===== src/rtl/sio_regs_pkg.sv =====
package sio_regs_pkg;
  localparam int unsigned DATA_W    = 32;
  localparam int unsigned N_ALIASED = 6;
  localparam int unsigned N_EVT     = 4;

  localparam int unsigned IDX_CTRL0 = 0;
  localparam int unsigned IDX_CTRL1 = 1;
  localparam int unsigned IDX_CTRL2 = 2;
  localparam int unsigned IDX_LINE  = 3;
  localparam int unsigned IDX_LINE2 = 4;
  localparam int unsigned IDX_IRQ   = 5;
  localparam int unsigned IDX_DATA  = 6;
  localparam int unsigned IDX_STAT  = 7;
  localparam int unsigned IDX_VER   = 9;

  localparam int unsigned SRST_BIT  = 31;
  localparam int unsigned GATE_BIT  = 30;
  localparam int unsigned ENA_SHIFT = 16;

  // status bit fed by each event strobe, enable sits ENA_SHIFT above
  localparam int unsigned IRQ_POS [N_EVT] = '{1, 4, 5, 6};

  typedef enum logic [1:0] {
    ACC_RW  = 2'd0,
    ACC_SET = 2'd1,
    ACC_CLR = 2'd2,
    ACC_TOG = 2'd3
  } acc_e;

  function automatic logic [DATA_W-1:0] reg_wmask(int unsigned idx);
    case (idx)
      IDX_CTRL0: return 32'h7FFF_FFFF;
      IDX_CTRL1: return 32'h0000_FFFF;
      IDX_LINE:  return 32'hFFFF_3F7F;
      IDX_IRQ:   return 32'h0072_0072;
      default:   return 32'hFFFF_FFFF;
    endcase
  endfunction

  function automatic logic [DATA_W-1:0] reg_rst(int unsigned idx);
    case (idx)
      IDX_CTRL0: return 32'h4000_0000;
      IDX_CTRL2: return 32'h0000_0300;
      default:   return '0;
    endcase
  endfunction

  function automatic logic [DATA_W-1:0] apply_acc(acc_e op, logic [DATA_W-1:0] q,
                                                  logic [DATA_W-1:0] d,
                                                  logic [DATA_W-1:0] m);
    logic [DATA_W-1:0] dm;
    dm = d & m;
    case (op)
      ACC_SET: return q | dm;
      ACC_CLR: return q & ~dm;
      ACC_TOG: return q ^ dm;
      default: return (q & ~m) | dm;
    endcase
  endfunction
endpackage


===== src/rtl/sio_addr_dec.sv =====
module sio_addr_dec
  import sio_regs_pkg::*;
#(
  parameter int unsigned ADDR_W = 6
) (
  input  logic [ADDR_W-1:0]    addr_i,
  output acc_e                 acc_o,
  output logic [N_ALIASED-1:0] alias_hit_o,
  output logic                 data_hit_o,
  output logic                 stat_hit_o,
  output logic                 ver_hit_o
);
  localparam int unsigned IDX_W = ADDR_W - 2;

  logic [IDX_W-1:0] idx;
  logic             plain;

  assign idx   = addr_i[ADDR_W-1:2];
  assign acc_o = acc_e'(addr_i[1:0]);
  assign plain = (addr_i[1:0] == 2'd0);

  for (genvar g = 0; g < N_ALIASED; g++) begin : g_hit
    assign alias_hit_o[g] = (idx == IDX_W'(g));
  end

  assign data_hit_o = plain && (idx == IDX_W'(IDX_DATA));
  assign stat_hit_o = plain && (idx == IDX_W'(IDX_STAT));
  assign ver_hit_o  = plain && (idx == IDX_W'(IDX_VER));
endmodule


===== src/rtl/sio_alias_reg.sv =====
module sio_alias_reg
  import sio_regs_pkg::*;
#(
  parameter logic [DATA_W-1:0] RST   = '0,
  parameter logic [DATA_W-1:0] WMASK = '1
) (
  input  logic              clk_i,
  input  logic              rst_ni,
  input  logic              hold_i,
  input  logic              we_i,
  input  acc_e              acc_i,
  input  logic [DATA_W-1:0] wdata_i,
  input  logic [DATA_W-1:0] hw_set_i,
  output logic [DATA_W-1:0] q_o
);
  logic [DATA_W-1:0] q_q, q_d;

  // hardware set is ORed after the write so a same-cycle clear cannot lose an event
  always_comb begin
    q_d = we_i ? apply_acc(acc_i, q_q, wdata_i, WMASK) : q_q;
    q_d = q_d | (hw_set_i & WMASK);
  end

  always_ff @(posedge clk_i or negedge rst_ni) begin
    if (!rst_ni)     q_q <= RST;
    else if (hold_i) q_q <= RST;
    else             q_q <= q_d;
  end

  assign q_o = q_q;
endmodule


===== src/rtl/sio_srst_ctl.sv =====
module sio_srst_ctl
  import sio_regs_pkg::*;
#(
  parameter int unsigned SRST_CYCLES = 4
) (
  input  logic clk_i,
  input  logic rst_ni,
  input  logic we_i,
  input  acc_e acc_i,
  input  logic bit_i,
  output logic srst_o
);
  localparam int unsigned CW = $clog2(SRST_CYCLES + 1);

  logic          srst_q;
  logic [CW-1:0] cnt_q;
  logic          req;

  always_comb begin
    case (acc_i)
      ACC_CLR: req = 1'b0;
      default: req = bit_i;
    endcase
  end

  always_ff @(posedge clk_i or negedge rst_ni) begin
    if (!rst_ni) begin
      srst_q <= 1'b1;
      cnt_q  <= '0;
    end else if (srst_q) begin
      if (cnt_q == CW'(SRST_CYCLES - 1)) begin
        srst_q <= 1'b0;
        cnt_q  <= '0;
      end else begin
        cnt_q <= cnt_q + 1'b1;
      end
    end else if (we_i && req) begin
      srst_q <= 1'b1;
      cnt_q  <= '0;
    end
  end

  assign srst_o = srst_q;

  AST_SRST_IDLE_STAYS: assert property (@(posedge clk_i) disable iff (!rst_ni)
    (!srst_q && !we_i) |=> !srst_q);
  AST_SRST_CNT_BOUND: assert property (@(posedge clk_i) disable iff (!rst_ni)
    srst_q |-> (cnt_q < CW'(SRST_CYCLES)));
endmodule


===== src/rtl/sio_ctrl_regs.sv =====
module sio_ctrl_regs
  import sio_regs_pkg::*;
#(
  parameter int unsigned       ADDR_W      = 6,
  parameter int unsigned       SRST_CYCLES = 4,
  parameter logic [DATA_W-1:0] VERSION     = 32'h0001_0000
) (
  input  logic              clk_i,
  input  logic              rst_ni,
  input  logic [ADDR_W-1:0] addr_i,
  input  logic              wr_i,
  input  logic [DATA_W-1:0] wdata_i,
  output logic [DATA_W-1:0] rdata_o,
  input  logic [N_EVT-1:0]  evt_i,
  input  logic [7:0]        rx_data_i,
  input  logic [DATA_W-1:0] stat_i,
  output logic [DATA_W-1:0] ctrl0_o,
  output logic [DATA_W-1:0] ctrl1_o,
  output logic [DATA_W-1:0] ctrl2_o,
  output logic [DATA_W-1:0] line_o,
  output logic [DATA_W-1:0] line2_o,
  output logic              irq_o,
  output logic              tx_wr_o,
  output logic [7:0]        tx_data_o
);
  acc_e                 acc;
  logic [N_ALIASED-1:0] alias_hit;
  logic                 data_hit, stat_hit, ver_hit;
  logic                 srst, gate;
  logic [DATA_W-1:0]    reg_q [N_ALIASED];
  logic [DATA_W-1:0]    shown [N_ALIASED];
  logic [DATA_W-1:0]    evt_vec;

  sio_addr_dec #(.ADDR_W(ADDR_W)) u_dec (
    .addr_i      (addr_i),
    .acc_o       (acc),
    .alias_hit_o (alias_hit),
    .data_hit_o  (data_hit),
    .stat_hit_o  (stat_hit),
    .ver_hit_o   (ver_hit)
  );

  sio_srst_ctl #(.SRST_CYCLES(SRST_CYCLES)) u_srst (
    .clk_i  (clk_i),
    .rst_ni (rst_ni),
    .we_i   (wr_i && alias_hit[IDX_CTRL0]),
    .acc_i  (acc),
    .bit_i  (wdata_i[SRST_BIT]),
    .srst_o (srst)
  );

  assign gate = reg_q[IDX_CTRL0][GATE_BIT];

  always_comb begin
    evt_vec = '0;
    for (int k = 0; k < N_EVT; k++) evt_vec[IRQ_POS[k]] = evt_i[k] && !gate && !srst;
  end

  for (genvar g = 0; g < N_ALIASED; g++) begin : g_reg
    logic we;
    logic [DATA_W-1:0] hw_set;
    // control 0 stays writable under the clock gate so firmware can lift it
    if (g == IDX_CTRL0) begin : g_ungated
      assign we = wr_i && alias_hit[g] && !srst;
    end else begin : g_gated
      assign we = wr_i && alias_hit[g] && !srst && !gate;
    end
    if (g == IDX_IRQ) begin : g_evt
      assign hw_set = evt_vec;
    end else begin : g_noevt
      assign hw_set = '0;
    end

    sio_alias_reg #(.RST(reg_rst(g)), .WMASK(reg_wmask(g))) u_reg (
      .clk_i    (clk_i),
      .rst_ni   (rst_ni),
      .hold_i   (srst),
      .we_i     (we),
      .acc_i    (acc),
      .wdata_i  (wdata_i),
      .hw_set_i (hw_set),
      .q_o      (reg_q[g])
    );
  end

  always_comb begin
    for (int i = 0; i < N_ALIASED; i++) shown[i] = reg_q[i];
    shown[IDX_CTRL0][SRST_BIT] = reg_q[IDX_CTRL0][SRST_BIT] | srst;
  end

  always_comb begin
    rdata_o = '0;
    for (int i = 0; i < N_ALIASED; i++) if (alias_hit[i]) rdata_o = shown[i];
    if (data_hit) rdata_o = {{(DATA_W-8){1'b0}}, rx_data_i};
    if (stat_hit) rdata_o = stat_i;
    if (ver_hit)  rdata_o = VERSION;
  end

  always_comb begin
    irq_o = 1'b0;
    for (int k = 0; k < N_EVT; k++)
      irq_o = irq_o | (reg_q[IDX_IRQ][IRQ_POS[k]] & reg_q[IDX_IRQ][IRQ_POS[k] + ENA_SHIFT]);
  end

  assign tx_wr_o   = wr_i && data_hit && !srst && !gate;
  assign tx_data_o = wdata_i[7:0];

  assign ctrl0_o = shown[IDX_CTRL0];
  assign ctrl1_o = shown[IDX_CTRL1];
  assign ctrl2_o = shown[IDX_CTRL2];
  assign line_o  = shown[IDX_LINE];
  assign line2_o = shown[IDX_LINE2];

  AST_HOLD_IN_SRST: assert property (@(posedge clk_i) disable iff (!rst_ni)
    srst |=> (ctrl2_o == reg_rst(IDX_CTRL2)) && (line_o == '0));
  AST_GATE_FREEZE: assert property (@(posedge clk_i) disable iff (!rst_ni)
    (gate && !srst) |=> $stable(reg_q[IDX_CTRL1]));
  AST_EVT_LATCH: assert property (@(posedge clk_i) disable iff (!rst_ni)
    (evt_i[2] && !gate && !srst) |=> reg_q[IDX_IRQ][5]);
  AST_IRQ_NEEDS_ENABLE: assert property (@(posedge clk_i) disable iff (!rst_ni)
    irq_o |-> (reg_q[IDX_IRQ][22:16] != 7'd0));
endmodule


===== config.mk =====
export PLATFORM = sky130hd
export DESIGN_NAME = sio_ctrl_regs
export DESIGN_NICKNAME = d
export VERILOG_FILES = /design/src/rtl/sio_regs_pkg.sv /design/src/rtl/sio_addr_dec.sv /design/src/rtl/sio_alias_reg.sv /design/src/rtl/sio_srst_ctl.sv /design/src/rtl/sio_ctrl_regs.sv
export SDC_FILE = /design/constraint.sdc
export NUM_CORES = 1
export LEC_CHECK = 0
export CORE_ASPECT_RATIO = 0.8
export CORE_MARGIN = 2
export CORE_UTILIZATION = 45
export DETAILED_ROUTE_END_ITERATION = 16
export HOLD_SLACK_MARGIN = 0.1
export MAX_ROUTING_LAYER = met4
export PLACE_DENSITY_LB_ADDON = 0.12
export SYNTH_ARGS = -nofsm -noshare
export SYNTH_HDL_FRONTEND = slang
export SYNTH_SLANG_ARGS = --single-unit

===== constraint.sdc =====
create_clock -name clk_i -period 2.8 [get_ports clk_i]
set_clock_uncertainty 0.1 [all_clocks]
set_input_delay 0.42 -clock clk_i [delete_from_list [all_inputs] [get_ports clk_i]]
set_output_delay 0.42 -clock clk_i [all_outputs]
set_load 0.02 [all_outputs]

==> metrics.md <==
| Metric | Value |
|---|---|
| Final Wtd Congestion | 0.8549 |
| Top sig layer | met4 |
| Slew margin rel. | 40.98% |
| Nets | 2600 |
| Initial Util | 45.65% |
| EDFF count, synth | 0 |
| Multi-input logic area | about 11000 µm² |
| Sink Count | 152 |
| Post-synthesis sequential area ratio | 23.23% |
| Die W | approximately 220 µm |
| Met2 WL post-DR | 23360 µm |
| Wirelength per Cell | 19.03 µm |
| R2R Path End | g_reg[5].u_reg.q_o[6]$_DFF_PN0_ |
| GRT overflow | 0 |
| R2R Setup Slk | 0.69 ns |
| Most frequent cell on the critical path | buf_4 |
| Worst VDD drop | 540.4 µV |
| Later-pin clock latency in the skew report | ~0.46 ns |
| WP data arrival | 2.20 ns |
| Fill cells | 3260 |
| Critical path's slowest cell | clkdlybuf4s50_1 |
| Port Buffers | ~270 |
| Io pins | ~290 |
| 1st-iter DRT viols | 1078 |
| DRT Wirelength | 51700 µm |
| Final min period | around 2.7 ns |
| Crit path buffers/inverters | 5 |
| CTS buffer count | 17 |
| Fmax | 0.3679 GHz |
| Tightest Pin Transition | 0.8852 ns |
| Site Rows | 62 |
| Yosys warns | 0 |
| Die ar. | 37990 µm² |
| Final hold vios | 0 |
| Hpwl dp | 35890 µm |
| Worst-path cell chain | clkdlybuf4s50_1 > buf_4 > buf_4 > or2_2 > buf_12 > o21ai_0 > clkdlybuf4s15_1 |
| # setup viols final | 0 |
| Core footprint | 35920 µm² |
| CP max stage delay | 0.39 ns |
| Ys async rst share | 100.0% |
| Leak | 9.034 nW |
| Element type at the critical path start | input pin |
| Commonest register cell after synthesis | dfrtp_1 |
| H-tree Lvls | 4 |
| Final Max Tran Viols | 0 |
| First-pass GRT wire length | 81110 µm |
| Avg Cell Area, Syn | roughly 8 µm² |
| Tot Pwr | 15.52 mW |
| Vias in the first global route | 14290 |
| PD cells | 759.5 nW/µm² |
| M1 WL | around 24000 µm |
| Hold WC Path Type | input pin to async pin |
| Max cap viols | 0 |
| Setup TNS | 0 ns |
| Pre-antenna DRT Iters | 7 |
| Tot GR Track Use | 28.03% |
| CTS tree | done |
| P&R area growth vs syn | 24.62% |
| Post-synthesis cell type count | 49 |
| Endpoint class of the critical path | primary output |
| Initial antenna violation count | 5 |
| Clock root cell | clkbuf_16 |
| R2r startpoint | g_reg[0].u_reg.q_o[30]$_DFFE_PN1N_ |
| Outcome | completed |
| RSZ-0062 raised after global routing | false |
| Mapped Area | approximately 16000 µm² |
| Yosys top cell by area | ha_1 |
| Cell family with most CP delay | buffers and inverters |
| Antenna Nets Post-Route | 0 |
| Share of layout cells above drive strength 1 | 11.03% |
| Met3 wire length | 2573 µm |
| Via Count | 15024 |
| Worst Path Max Fanout | 10 |
| Reg clk slew, reported paths | 0.07 ns |
| Fin crit share | 97.08% |
| Die H | ~170 µm |
| Reg2reg path depth | 5 |
| WHS | 0.3711 ns |
| Top cells by area, synth | ha_1, dfrtp_1, a211oi_1 |
| Clock Path Buffers | 2 |
| Setup Crit Path Kind | input pin to primary output |
| Yosys reg bits | roughly 150 |
| Synth Instances | between 2000 and 2500 |
| FF+latch area | about 3800 µm² |
| DRC violations left | 0 |
| Vias per cell | 5.530 |
| Synth top area share | 22.66% |
| Largest net degree at the start of global routing | 217 |
| Worst Path Required | ~2.3 ns |
[timing repair]
item                                    CTS  global route
endpoints found under the setup margin   32            29
hold buffers                              1             0
resized for setup                        48            73
endpoints found under the hold margin    37             0
setup buffers                             0             0
[Yosys cell counts (19+ instances only)]
| cell type | n |
|---|---|
| nor2_1 | 142 |
| a22oi_1 | 28 |
| clkbuf_1 | 101 |
| ha_1 | 297 |
| buf_4 | 31 |
| o21ai_0 | 192 |
| dfrtp_1 | 148 |
| a211oi_1 | 137 |
| a21oi_1 | 91 |
| nand2_1 | 169 |
| mux2i_1 | 37 |
| a211oi_2 | 47 |
| mux4_2 | 27 |
| nor2b_1 | 111 |
| nor3_1 | 117 |
| inv_1 | 204 |
| buf_1 | 19 |
| buf_2 | 26 |
[how the worst max path moves through the flow]
stage,end,depth (start not counted),start,slack (ns)
2_1_floorplan,rdata_o[0],5,addr_i[0],0.20
3_3_place_gp,rdata_o[17],7,addr_i[5],-0.32
3_5_place_dp,rdata_o[15],8,addr_i[4],-0.32
4_1_cts,rdata_o[5],8,addr_i[4],-0.03
5_1_grt,rdata_o[24],7,addr_i[4],0.005
6_report,rdata_o[23],7,addr_i[4],0.08
[routing by layer]
metal	up-vias	global-route usage [%]
met5	-	-
met4	0	10.10
met3	74	4.491
met2	390	41.93
met1	7243	38.28
li1	7317	-
[stage by stage]
step	utilization (%)	instances	instance area [µm²]	setup WS [ns]
after floorplan	-	2026	16460	0.1981
after global placement	55.35	2678	19880	-0.3223
after detailed placement	55.35	2678	19880	-0.3206
after CTS	57.09	2711	20500	-0.03000
after global routing	56.88	2716	20430	0.004829
final	56.89	2717	20430	0.08177
[state kept, by name, indices dropped and copies added, names as in the netlist]
name and cells:
u_srst.cnt_q 3, u_srst.srst_o 1, g.u_reg.q_o 148
[power by group]
| group | leakage [nW] | internal [mW] | total [mW] | switching [mW] |
|---|---|---|---|---|
| clock network | 0.298 | 1.54 | 2.59 | 1.06 |
| registers | 2.04 | 3.17 | 4.56 | 1.39 |
| logic | 6.70 | 3.80 | 8.37 | 4.57 |
[placed cells by master, fill, tap and decap left out, drive strengths merged, types with 2 or more instances in the layout]
| cell | count |
|---|---|
| dlygate4sd2 | 3 |
| a211oi | 184 |
| conb | 19 |
| dfrtp | 148 |
| o2bb2ai | 3 |
| o22a | 3 |
| a22o | 2 |
| a2bb2oi | 2 |
| clkdlybuf4s15 | 2 |
| clkinvlp | 4 |
| a32o | 2 |
| nor3 | 117 |
| nand3b | 7 |
| clkbuf | 42 |
| diode | 6 |
| inv | 204 |
| or2 | 3 |
| o22ai | 4 |
| a21oi | 91 |
| nor2 | 142 |
| o21ai | 192 |
| and3 | 4 |
| o211ai | 8 |
| a22oi | 28 |
| nor4 | 5 |
| buf | 99 |
| clkinv | 5 |
| nand2 | 169 |
| nor2b | 111 |
| or3 | 4 |
| mux2i | 37 |
| nand2b | 8 |
| dfstp | 4 |
| a211o | 4 |
| ha | 297 |
| mux4 | 27 |
| bufinv | 4 |
| clkdlybuf4s50 | 229 |
[kinds of logic after synthesis]
| logic type | Yosys count | synth area share (%) |
|---|---|---|
| compound gates | 531 | 21.60 |
| simple gates | 575 | 16.45 |
| flops | 152 | 23.23 |
| other cells | 1 | 0.02287 |
| buf+inv | 388 | 10.07 |
| mux | 64 | 5.968 |
| fa+ha+maj | 297 | 22.66 |
[cell type report]
| type | instances | share of cell area, % |
|---|---|---|
| clock inverter | 12 | 0.8512 |
| clock buffer | 20 | 2.235 |
| tap | 480 | 2.939 |
| inverter | 205 | 3.766 |
| antenna | 6 | 0.07348 |
| multi-input combinational | 1486 | 54.21 |
| sequential | 152 | 18.66 |
| timing repair buffer | 356 | 17.26 |
Power figures use the tool's default switching activity.
